## src/rtl/dti_pkg.sv

```systemverilog
package dti_pkg;
  localparam int MAX_SRC   = 64;
  localparam int MAX_PAIRS = 16;
  localparam logic [7:0] NO_SHADOW = 8'hFF;

  localparam logic [7:0] OFF_MASK_LO = 8'h04;
  localparam logic [7:0] OFF_PEND_LO = 8'h08;
  localparam logic [7:0] OFF_MASK_HI = 8'h50;
  localparam logic [7:0] OFF_PEND_HI = 8'h54;

  // entry i: [i*16+8 +: 8] shared number, [i*16 +: 8] shadow number
  function automatic logic [MAX_SRC*8-1:0] build_map(
      input logic [MAX_PAIRS*16-1:0] pairs, input int npairs, input int nsrc);
    logic [MAX_SRC*8-1:0] m;
    logic [MAX_SRC-1:0]   used;
    int tgt, sh;
    m    = '1;
    used = '0;
    for (int i = 0; i < MAX_PAIRS; i++) begin
      if (i < npairs) begin
        tgt = int'(pairs[i*16+8 +: 8]);
        sh  = int'(pairs[i*16 +: 8]);
        if (tgt < nsrc && sh < nsrc && tgt != sh && !used[tgt] && !used[sh]) begin
          m[tgt*8 +: 8] = 8'(sh);
          used[tgt] = 1'b1;
          used[sh]  = 1'b1;
        end
      end
    end
    return m;
  endfunction

  function automatic logic [MAX_SRC-1:0] shadow_set(input logic [MAX_SRC*8-1:0] m);
    logic [MAX_SRC-1:0] s;
    s = '0;
    for (int t = 0; t < MAX_SRC; t++)
      if (m[t*8 +: 8] != NO_SHADOW) s[int'(m[t*8 +: 8])] = 1'b1;
    return s;
  endfunction
endpackage

```

## src/rtl/dti_regs.sv

```systemverilog
module dti_regs import dti_pkg::*; #(
  parameter int NUM_SRC = 40,
  parameter int DATA_W  = 32,
  parameter int ADDR_W  = 8
) (
  input  logic               clk,
  input  logic               rst,
  input  logic [ADDR_W-1:0]  addr,
  input  logic               wr,
  input  logic [DATA_W-1:0]  wdata,
  input  logic               rd,
  input  logic [NUM_SRC-1:0] pend,
  output logic [DATA_W-1:0]  rdata,
  output logic [NUM_SRC-1:0] mask
);
  localparam int HI_W = NUM_SRC - DATA_W;
  localparam int PAD  = DATA_W - HI_W;

  logic [NUM_SRC-1:0] mask_q;
  logic [DATA_W-1:0]  rdata_q;
  logic [DATA_W-1:0]  rd_mux;

  always_ff @(posedge clk) begin
    if (rst) begin
      mask_q <= '0;
    end else if (wr) begin
      if (addr == ADDR_W'(OFF_MASK_LO)) mask_q[DATA_W-1:0] <= wdata;
      else if (addr == ADDR_W'(OFF_MASK_HI)) mask_q[NUM_SRC-1:DATA_W] <= wdata[HI_W-1:0];
    end
  end

  always_comb begin
    rd_mux = '0;
    if (addr == ADDR_W'(OFF_MASK_LO))      rd_mux = mask_q[DATA_W-1:0];
    else if (addr == ADDR_W'(OFF_PEND_LO)) rd_mux = pend[DATA_W-1:0];
    else if (addr == ADDR_W'(OFF_MASK_HI)) rd_mux = {{PAD{1'b0}}, mask_q[NUM_SRC-1:DATA_W]};
    else if (addr == ADDR_W'(OFF_PEND_HI)) rd_mux = {{PAD{1'b0}}, pend[NUM_SRC-1:DATA_W]};
  end

  always_ff @(posedge clk) begin
    if (rst)     rdata_q <= '0;
    else if (rd) rdata_q <= rd_mux;
  end

  assign mask  = mask_q;
  assign rdata = rdata_q;

  p_reset_clear_r2: assert property (@(posedge clk) $past(rst) |-> mask_q == '0);
  p_no_write_hold_r3: assert property (@(posedge clk) disable iff (rst)
    !wr |=> $stable(mask_q));
  p_pend_write_ignored_r5: assert property (@(posedge clk) disable iff (rst)
    (wr && (addr == ADDR_W'(OFF_PEND_LO) || addr == ADDR_W'(OFF_PEND_HI))) |=> $stable(mask_q));
endmodule

```

## src/rtl/dti_route.sv

```systemverilog
module dti_route import dti_pkg::*; #(
  parameter int NUM_SRC = 40,
  parameter logic [MAX_SRC*8-1:0] MAP    = '1,
  parameter logic [NUM_SRC-1:0]   ROUTE1 = '0
) (
  input  logic               clk,
  input  logic               rst,
  input  logic [NUM_SRC-1:0] src,
  input  logic [NUM_SRC-1:0] mask,
  output logic [NUM_SRC-1:0] pend,
  output logic               irq0,
  output logic               irq1
);
  localparam logic [MAX_SRC-1:0] SHADOWS = shadow_set(MAP);

  logic [NUM_SRC-1:0] to0, to1;
  logic               irq0_q, irq1_q;

  for (genvar s = 0; s < NUM_SRC; s++) begin : g_src
    localparam logic [7:0] SH = MAP[s*8 +: 8];
    if (SHADOWS[s]) begin : g_shadow
      assign to0[s]  = 1'b0;
      assign to1[s]  = 1'b0;
      assign pend[s] = 1'b0;
    end else if (SH != NO_SHADOW) begin : g_shared
      localparam int SHI = int'(SH);
      assign to0[s]  = src[s] & mask[s];
      assign to1[s]  = src[s] & mask[SHI];
      assign pend[s] = src[s] & mask[s];
    end else if (ROUTE1[s]) begin : g_thr1
      assign to0[s]  = 1'b0;
      assign to1[s]  = src[s] & mask[s];
      assign pend[s] = src[s] & mask[s];
    end else begin : g_thr0
      assign to0[s]  = src[s] & mask[s];
      assign to1[s]  = 1'b0;
      assign pend[s] = src[s] & mask[s];
    end
  end

  always_ff @(posedge clk) begin
    if (rst) begin
      irq0_q <= 1'b0;
      irq1_q <= 1'b0;
    end else begin
      irq0_q <= |to0;
      irq1_q <= |to1;
    end
  end

  assign irq0 = irq0_q;
  assign irq1 = irq1_q;

  p_thr0_cause_r10: assert property (@(posedge clk) disable iff (rst)
    irq0_q |-> $past(|(src & mask)));
  p_thr1_cause_r10: assert property (@(posedge clk) disable iff (rst)
    irq1_q |-> $past(|src));
  p_level_release_r4: assert property (@(posedge clk) disable iff (rst)
    (src == '0) |=> (!irq0_q && !irq1_q));
  p_all_blocked_r11: assert property (@(posedge clk) disable iff (rst)
    (mask == '0) |=> (!irq0_q && !irq1_q));
endmodule

```

## src/rtl/dti_top.sv

```systemverilog
module dti_top import dti_pkg::*; #(
  parameter int NUM_SRC   = 40,
  parameter int NUM_PAIRS = 1,
  parameter logic [NUM_PAIRS*16-1:0] PAIRS  = 16'h1E1D,
  parameter logic [NUM_SRC-1:0]      ROUTE1 = '0
) (
  input  logic               clk,
  input  logic               rst,
  input  logic [7:0]         bus_addr,
  input  logic               bus_wr,
  input  logic [31:0]        bus_wdata,
  input  logic               bus_rd,
  output logic [31:0]        bus_rdata,
  input  logic [NUM_SRC-1:0] src_level,
  output logic               irq_thr0,
  output logic               irq_thr1
);
  localparam int PW = MAX_PAIRS * 16;
  localparam logic [MAX_SRC*8-1:0] MAP = build_map(PW'(PAIRS), NUM_PAIRS, NUM_SRC);

  logic [NUM_SRC-1:0] mask;
  logic [NUM_SRC-1:0] pend;

  dti_regs #(.NUM_SRC(NUM_SRC), .DATA_W(32), .ADDR_W(8)) u_regs (
    .clk(clk), .rst(rst), .addr(bus_addr), .wr(bus_wr), .wdata(bus_wdata),
    .rd(bus_rd), .pend(pend), .rdata(bus_rdata), .mask(mask)
  );

  dti_route #(.NUM_SRC(NUM_SRC), .MAP(MAP), .ROUTE1(ROUTE1)) u_route (
    .clk(clk), .rst(rst), .src(src_level), .mask(mask), .pend(pend),
    .irq0(irq_thr0), .irq1(irq_thr1)
  );
endmodule

```

## config.mk

```make
export PLATFORM = sky130hd
export DESIGN_NAME = dti_top
export DESIGN_NICKNAME = d
export VERILOG_FILES = /design/src/rtl/dti_pkg.sv /design/src/rtl/dti_regs.sv /design/src/rtl/dti_route.sv /design/src/rtl/dti_top.sv
export SDC_FILE = /design/constraint.sdc
export NUM_CORES = 1
export LEC_CHECK = 0
export ABC_AREA = 0
export BUFFER_PORTS_ARGS = -buffer_cell sky130_fd_sc_hd__buf_2
export CAP_MARGIN = 5
export CORE_UTILIZATION = 43
export DETAILED_ROUTE_END_ITERATION = 10
export GPL_TIMING_DRIVEN = 0
export PLACE_DENSITY = 0.8
export SYNTH_ARGS = -nofsm -noshare
export SYNTH_HDL_FRONTEND = slang
export SYNTH_HIERARCHICAL = 1
export SYNTH_SLANG_ARGS = --single-unit
```

## constraint.sdc

```tcl
create_clock -name clk -period 2.1 [get_ports clk]
set_input_delay 0.21 -clock clk [delete_from_list [all_inputs] [get_ports clk]]
set_output_delay 0.21 -clock clk [all_outputs]
set_load 0.02 [all_outputs]
```

# Word level (Yosys, flattened, before mapping)
# Index checks and enable logic that the tools add are counted.
[word_totals] reg_bits=74 input_bits=84 out_inout_bits=34
[op_classes] n_eq_ne=4 mux=4 bitwise=41 n_reduce_logical=3
[ops] operator="two-way mux 32 bit" count=3
[ops] operator="AND 1 bit" count=40
[ops] operator="OR reduction 39 bit" count=1
[ops] operator="== test 8 x 7 -> 1 bit (second input constant)" count=2
[ops] operator="== test 8 x 3 -> 1 bit (second input constant)" count=1
[ops] operator="== test 8 x 4 -> 1 bit (second input constant)" count=1
[ops] operator="two-way mux 8 bit" count=1
[ops] operator="AND reduction 3 bit" count=1
[ops] operator="AND reduction 2 bit" count=1
[ops] operator="inverter 1 bit" count=1

# Depth between registers and ports, before layout
# Gate-level depths: netlist of the first run.
[depth] word_depth=5 ltp_mapped=6

# Hierarchy
# The synthesis of the first run kept the hierarchy.
[by_module_without_submodules] mod="dti_regs" n_inst=1 cells_per_inst=350 area_each_um2=2984.1 seq_area_each_um2=1441.4
[by_module_without_submodules] mod="dti_route" n_inst=1 cells_per_inst=60 area_each_um2=416.6 seq_area_each_um2=40.0

# Least setup slack after synthesis of the first run
# Ideal clock, no wire load.
[synth_timing] kind="input port to flip-flop" from="in bus_addr[5]" to="reg u_regs.mask_q[32], in the netlist u_regs/mask[32]" setup_ns=0.128 arrival_time_ns=1.658 t_required_ns=1.972 path_slack_ns=0.315 stages=5 cell_sequence="or4_4 buf_6 nor4_4 mux2i_1 nor2_1"
[synth_between] elab_chain_cells=3 word_cells_on_any_way=4 cone_classes="2 x eq/ne; 1 x bitwise; 1 x reduce/logical"
[synth_rtl] item="from (decl)" line_no="dti_top.sv:9" rtl="input logic [7:0] bus_addr,"
[synth_rtl] item="== test 8 x 3 -> 1 bit" line_no="dti_regs.sv:27" rtl="if (addr == ADDR_W'(OFF_MASK_LO)) mask_q[DATA_W-1:0] <= wdata;"
[synth_rtl] item="inverter 1 bit (no line)"
[synth_rtl] item="AND reduction 3 bit (no line) (*)"
[synth_rtl] item="to (signal, indexed assignment)" line_no="dti_regs.sv:27"
[synth_rtl] item="to (signal, indexed assignment)" line_no="dti_regs.sv:28" rtl="else if (addr == ADDR_W'(OFF_MASK_HI)) mask_q[NUM_SRC-1:DATA_W] <= wdata[HI_W-1:0];"
[synth_rtl] item="to (decl)" line_no="dti_regs.sv:19" rtl="logic [NUM_SRC-1:0] mask_q;"
# Every way passes the cells marked *; elsewhere a longest branch is shown, timed or not.
# A chain may end at the register's enable or synchronous reset.

# Worst setup path after layout of the first run
[layout_timing] from="in bus_addr[5]" to="reg u_regs.rdata_q[19], in the netlist u_regs/rdata[19]"
[layout_between] elab_chain_cells=3 word_cells_on_any_way=4 cone_classes="2 x eq/ne; 2 x mux"
[layout_rtl] item="== test 8 x 4 -> 1 bit" line_no="dti_regs.sv:35" rtl="else if (addr == ADDR_W'(OFF_PEND_LO)) rd_mux = pend[DATA_W-1:0];"
[layout_rtl] item="two-way mux 32 bit" line_no="dti_regs.sv:35"
[layout_rtl] item="two-way mux 32 bit (*)" line_no="dti_regs.sv:34" rtl="if (addr == ADDR_W'(OFF_MASK_LO)) rd_mux = mask_q[DATA_W-1:0];"
[layout_rtl] item="to (signal assigned)" line_no="dti_regs.sv:42" rtl="else if (rd) rdata_q <= rd_mux;"
[layout_rtl] item="to (decl)" line_no="dti_regs.sv:20" rtl="logic [DATA_W-1:0] rdata_q;"
# Marks and branches as above.

==> key figures, run 1 <==
Route
  – Highest Signal Layer: met4
  – Final WL: 9.585 mm
  – Via density per instance: 5.387
  – Met1 wire length: 4.114 mm
  – Number of iterations in the first detailed-routing pass: 7
  – Vias post-DR: 3469
  – DRC Markers: 0
  – Wire per inst: 14.88 µm
  – Post-DRT Antenna Nets: 0
  – DR WL met2: 4.486 mm
  – Metal3 WL: 719 µm
  – Iter 0 DRT Violations: 195

Worst setup path
  – Worst-path cell chain: buf_2 > or4_4 > buf_6 > nor2_1 > buf_2 > a22oi_1 > a211oi_1
  – WP buf/inv: 3
  – Setup CP Type: in -> reg
  – Worst path most repeated cell: buf_2
  – CP endpoint kind: flip-flop
  – Worst path required time: 2370 ps
  – Critical path's top delay family: simple AND/OR/NAND/NOR gates
  – Crit Path Max Fanout: 10
  – Worst endpoint data arrival time: 2090 ps
  – Slowest CP cell: or4_4
  – Critical Path Source: bus_addr[5]
  – CP startpoint kind: primary input
  – Critical R2R Launch: u_regs/mask[16]
  – CP peak stage delay: 530 ps

Synth
  – Mux cell area share after synthesis: 4.709%
  – Post-synthesis sequential area ratio: 43.56%
  – Mapped cell area: 0.003401 mm²
  – Adder-Cell Fraction of Synth Area: 0%
  – Largest cells by area after synthesis: dfxtp_1 (44%), nand2_1 (8.2%), and2_1 (7.0%), a21oi_1 (5.9%), a211oi_1 (5.3%)
  – Ys Warns: 6
  – Post-synth top area share: 43.56%
  – Flops & latches, synth: 74
  – Number of library cell types mapped by synthesis: 36
  – Simple logic cell fraction of the synthesized area: 25.79%
  – Synth Area in XOR/XNOR: 0%
  – Avg Inst Size Synth: 8.295 µm²
  – Synth Area in Compound Gates: 21.63%
  – Net Count, Synth: 494
  – Main combinational cell family by area after synthesis: simple AND/OR/NAND/NOR gates
  – Gate count after technology mapping: 410
  – Yosys top cell by area: dfxtp_1

Placed design
  – Inst Count DP: 628
  – Placed Area: 0.004109 mm²
  – Post-detail-place hpwl: 7.212 mm
  – PortBufs: 116
  – GPL Wtd Cong: 0.8893

Power and ir drop
  – PD cells: 639.6 mW/mm²
  – Peak VDD IR: 0.3775 mV
  – Lkg Pwr: 1.716 nW

Global routing
  – Initial antenna violation count: 0
  – Number of global-route vias before repair: 3272
  – Largest net degree at the start of global routing: 16
  – Total gr overflow: 0
  – First-pass GRT wire length: 15.48 mm
  – All-layer global routing usage: 23.89%

Die
  – IO Count: 118
  – Core Region: 0.007687 mm²
  – Initial Util: 44.24%
  – Die ar.: 0.008268 mm²
  – Die Wd: 90.93 µm
  – Die height: 90.93 µm
  – Row cnt: 32

Clock network
  – Post-CTS repair timing setup buffer count: 0
  – Clock slew seen by the registers of the worst setup and hold paths: 90 ps
  – Resized Gates After CTS: 0
  – CTS tree: yes
  – Clk buf depth: 2
  – Clock Latency Late Sink: 360 ps
  – H-tree levels: 3
  – Cts hold-fix bufs: 0
  – CTS Buf Count: 9
  – CTS Root Cell: clkbuf_8
  – Clk sink count: 74

Timing
  – Min Hold Slack: 84.36 ps
  – Final Critical Period: 1821 ps
  – Worst Skew: 9.244 ps
  – Final Cycle Share: 86.72%
  – Setup violators final: 0
  – Fmax: 549.1 MHz
  – Hold Violations, Final: 0
  – Worst-margin pin slew: 765.2 ps
  – Unrepaired setup endpoints after global routing: no
  – Max-slew headroom: 48.60%
  – Fin. max-slew vios: 0
  – Setup Total Neg Slack: 0 ps

Final layout
  – Finished Core Util: 55.81%
  – Final instance area: 0.004290 mm²
  – Fin nets: 621
  – Fillers: 756
  – Share of cells above drive strength 1: 26.94%
  – Multi-input logic area: 0.001777 mm²
  – P&R area growth vs syn: 26.16%
  – ANT cells: 0
  – Storage cell area: 0.001481 mm²
  – Post-route insts no fill: 644

Run status
  – Status: complete, no violations

Job
  – Max-cap violations: 0

Hold path
  – HP Class: in -> reg
  – Worst Hold Launch: bus_wdata[12]
-- metal layers --
metal | vias up | global-route usage [%]
met5 | - | 0
met4 | 0 | 11.77
met3 | 27 | 4.858
met2 | 154 | 38.19
met1 | 1586 | 30.64
li1 | 1702 | -
-- sequential cells by signal, summed over array words and instances (netlist names) --
register and flops:
u_route/irq0 1, u_route/irq1 1, u_regs/rdata 32, u_regs/mask 40
-- worst register-to-register path: cells and delay by family (launching register included) --
family             cells  cell delay, ps
DFF                    1             350
AOI/OAI and AO/OA      2             530
and+or+nand+nor        2             710
-- logic make-up (layout without fill, tap and decap cells) --
family / count (synthesis) / count (layout)
other cells: 1 / 1
compound gates: 115 / 115
flops: 74 / 74
simple gates: 174 / 174
mux: 16 / 16
buf+inv: 30 / 162
-- layout by cell type (no fill, tap or decap), types with 16 or more instances in the layout --
cell      count
clkbuf_1     20
a211oi_1     24
a22oi_1      24
buf_2       119
nand2_1      74
mux2i_1      16
and2_1       38
a21oi_1      40
nor2_1       35
dfxtp_1      74
-- path summary, 6_finish.rpt --
kind              cells past startpoint          endpoint  slack, ps
setup / recovery                      7  u_regs/rdata[19]        280
hold reg to reg                       2   u_regs/rdata[4]        450
hold / removal                        3   u_regs/mask[12]         80
setup reg to reg                      4      u_route/irq0        380
-- layout make-up --
type                    instances  share of cell area, %
plain buffers                  29                  3.237
clock buffers                   9                  2.887
clock inverters                 7                  1.342
inverters                       1                0.08749
multi-input cells             306                  41.41
flip-flops and latches         74                  34.53
well taps                     102                  2.975
repair buffers                116                  13.53
-- report_power, final --
group	leakage (nW)	internal, W	switching [W]
logic	1.03	0.000108	0.000155
clock network	0.0886	0.000447	0.000597
registers	0.600	0.00143	0.0000112
-- cells in the mapped netlist --
cell,n
buf_4,1
or3_1,1
o22a_1,8
a31oi_1,1
buf_2,3
or4_4,1
nor3_2,1
a22o_1,1
or4b_1,2
nor2b_1,3
mux2i_1,16
nor4b_1,1
or2_2,2
conb_1,1
nand3_1,1
dfxtp_1,74
a222oi_1,1
nand3b_1,1
nor2_1,35
or4_1,7
inv_1,1
a22oi_1,24
buf_6,3
and2_1,38
clkbuf_1,20
buf_1,2
nor4b_4,1
o21ai_1,8
a21oi_1,40
and2_4,1
a211oi_1,24
nor4_1,3
o21ai_0,8
nor4_4,1
nor3_1,1
nand2_1,74
-- per-stage QoR --
stage	setup WS, ps	power, W
after floorplan	314.7	0.001589
after global placement	-0.3713	0.001726
after detailed placement	-56.18	0.001729
after CTS	298.1	0.002755
after global routing	187.5	0.002861
final	279.0	0.002744
(Power assumes the default switching activity.)
==> run 2, diff against run 1 <==
Settings changed: ABC_AREA 0 to default, CORE_UTILIZATION 43 to 30, PLACE_DENSITY 0.8 to 0.63.
==> key figures, run 2 (same netlist as run 1, synthesis figures left out) <==
Clock network
  – Clock slew seen by the registers of the worst setup and hold paths: 60 ps (was 90 ps)
  – Resized Gates After CTS: 0 (unchanged)
  – Clk sink count: 74 (unchanged)
  – Clk buf depth: 2 (unchanged)
  – CTS Buf Count: 9 (unchanged)
  – Cts hold-fix bufs: 0 (unchanged)
  – CTS Root Cell: clkbuf_16 (was clkbuf_8)
  – Post-CTS repair timing setup buffer count: 0 (unchanged)
  – H-tree levels: 3 (unchanged)
  – Clock Latency Late Sink: 330 ps (was 360 ps)
  – CTS tree: yes (unchanged)

Worst setup path
  – Crit Path Max Fanout: 8 (was 10)
  – R2R depth: 4 (unchanged)
  – Setup CP Type: in -> reg (unchanged)
  – Reg2reg setup slack: 410 ps (was 380 ps)
  – CP startpoint kind: primary input (unchanged)
  – CP endpoint kind: flip-flop (unchanged)
  – Critical R2R Launch: u_regs/mask[39] (was u_regs/mask[16])
  – R2r endpoint: u_route/irq0 (unchanged)
  – Worst endpoint data arrival time: 2010 ps (was 2090 ps)
  – Worst path required time: 2290 ps (was 2370 ps)

Hold path
  – HP Class: in -> reg (unchanged)
  – Worst Hold Launch: src_level[30] (was bus_wdata[12])
  – Hold endpoint: u_route/irq1 (was u_regs/mask[12])
  – Hold Path Depth: 3 (unchanged)

Final layout
  – P&R area growth vs syn: 31.82% (was 26.16%)
  – Commonest non-fill, non-tap cell in the layout: buf_2 (unchanged)
  – Finished Core Util: 41.00% (was 55.81%)
  – ANT cells: 0 (unchanged)
  – Flip-flop count of the largest register after layout: 40 (unchanged)
  – Storage cell area: 0.001481 mm² (unchanged)
  – Final instance area: 0.004483 mm² (was 0.004290 mm²)
  – Commonest non-fill, non-tap cells in the layout: buf_2 (119), nand2_1 (74), dfxtp_1 (74) (unchanged)
  – Multi-input logic area: 0.001777 mm² (unchanged)
  – Post-route insts no fill: 682 (was 644)
  – Fillers: 1172 (was 756)
  – Share of cells above drive strength 1: 26.94% (unchanged)
  – Fin nets: 621 (unchanged)

Die
  – Initial Util: 31.10% (was 44.24%)
  – IO Count: 118 (unchanged)
  – Die height: 108.5 µm (was 90.93 µm)
  – Die ar.: 0.01177 mm² (was 0.008268 mm²)
  – Die Wd: 108.5 µm (was 90.93 µm)
  – Core Region: 0.01094 mm² (was 0.007687 mm²)
  – Row cnt: 38 (was 32)

Route
  – Vias post-DR: 3349 (was 3469)
  – Post-DRT Antenna Nets: 0 (unchanged)
  – Iter 0 DRT Violations: 203 (was 195)
  – DRC Markers: 0 (unchanged)
  – Final WL: 10.39 mm (was 9.585 mm)
  – Number of iterations in the first detailed-routing pass: 5 (was 7)
  – Via density per instance: 4.911 (was 5.387)
  – Wire per inst: 15.23 µm (was 14.88 µm)

Timing
  – Hold Violations, Final: 0 (unchanged)
  – Max-slew headroom: 45.82% (was 48.60%)
  – Setup Total Neg Slack: 0 ps (unchanged)
  – Worst-margin pin slew: 806.6 ps (was 765.2 ps)
  – Final Cycle Share: 86.50% (was 86.72%)
  – Worst Skew: 6.061 ps (was 9.244 ps)
  – Setup violators final: 0 (unchanged)
  – Fin. max-slew vios: 0 (unchanged)
  – Fmax: 550.5 MHz (was 549.1 MHz)
  – Final Critical Period: 1817 ps (was 1821 ps)
  – Unrepaired setup endpoints after global routing: no (unchanged)

Global routing
  – Initial antenna violation count: 0 (unchanged)
  – Number of global-route vias before repair: 3160 (was 3272)
  – First-pass GRT wire length: 15.59 mm (was 15.48 mm)
  – All-layer global routing usage: 17.87% (was 23.89%)
  – Total gr overflow: 0 (unchanged)
  – Largest net degree at the start of global routing: 15 (was 16)

Run status
  – Status: complete, no violations (unchanged)

Power and ir drop
  – Pint: 0.002583 W (was 0.001980 W)
  – Clock Power Share: 49.4% (was 38.1%)
  – Lkg Pwr: 1.779 nW (was 1.716 nW)
  – Comb pwr share: 7.8% (was 9.6%)
  – Peak VDD IR: 0.2887 mV (was 0.3775 mV)
  – Sw Pwr: 0.0007860 W (was 0.0007641 W)
  – Reg power frac: 42.7% (was 52.4%)
  – Net Sw Frac: 23.33% (was 27.85%)
  – PD cells: 751.5 mW/mm² (was 639.6 mW/mm²)

Placed design
  – PortBufs: 116 (unchanged)
  – GPL Wtd Cong: 0.8988 (was 0.8893)
  – Placed Area: 0.004156 mm² (was 0.004109 mm²)
  – Post-detail-place hpwl: 8.071 mm (was 7.212 mm)
  – Inst Count DP: 666 (was 628)

Job
  – Max-cap violations: 0 (unchanged)
[run 2: cell types whose count changed in the layout (fill, tap and decap cells not counted)]
cell       before  now
clkinv_2        1    0
inv_8           1    0
clkbuf_16       0    9
inv_6           3    1
bufinv_16       0    2
clkbuf_8        9    0
clkinv_4        0    2
[run 2: layer usage]
metal / global-route usage [%] / share of wire (%)
met1: 22.59 / 45
met2: 29.20 / 47
met3: 4.219 / 5.9
met4: 7.046 / 1.9
met5: 0 / 0
[run 2: per-stage QoR]
stage	hold WS [ps]	power (W)	setup slack (ps)
after floorplan	279.4	0.001589	314.7
final	110.3	0.003369	283.4
after detailed placement	437.7	0.001737	-87.05
after global routing	111.2	0.003490	186.8
after global placement	439.2	0.001732	-62.25
after CTS	102.1	0.003400	258.1
[run 2: how the worst max path moves through the flow]
stage	startpoint	endpoint	slack [ps]	cells after the start
5_1_grt	bus_addr[5]	u_regs/rdata[12]	190	7
6_report	bus_addr[5]	u_regs/mask[32]	280	6
3_3_place_gp	bus_addr[5]	u_regs/rdata[19]	-60	7
2_1_floorplan	bus_addr[5]	u_regs/mask[32]	310	5
3_5_place_dp	bus_addr[5]	u_regs/rdata[20]	-90	7
4_1_cts	bus_addr[5]	u_regs/rdata[20]	260	7
[run 2: area by class of cell]
type | count | area share (%)
Tap cell | 140 | 3.907
Clock inverter | 7 | 2.261
Clock buffer | 9 | 5.024
Buffer | 29 | 3.098
Multi-Input combinational cell | 306 | 39.63
Sequential cell | 74 | 33.04
Timing Repair Buffer | 116 | 12.95
Inverter | 1 | 0.08373
[run 2: power groups by stage]
stage                     clock (W)  sequential [W]  combinational (W)
final                       0.00166         0.00144           0.000264
after global routing        0.00176         0.00144           0.000288
after CTS                   0.00169         0.00144           0.000266
after detailed placement          0         0.00147           0.000265
after global placement            0         0.00147           0.000262
after floorplan                   0         0.00150          0.0000914
[run 2: critical path, stage by stage]
cell	delay, ps
buf_2	100
or4_4	530
buf_6	150
nor4_4	680
mux2i_1	270
nor2_1	60
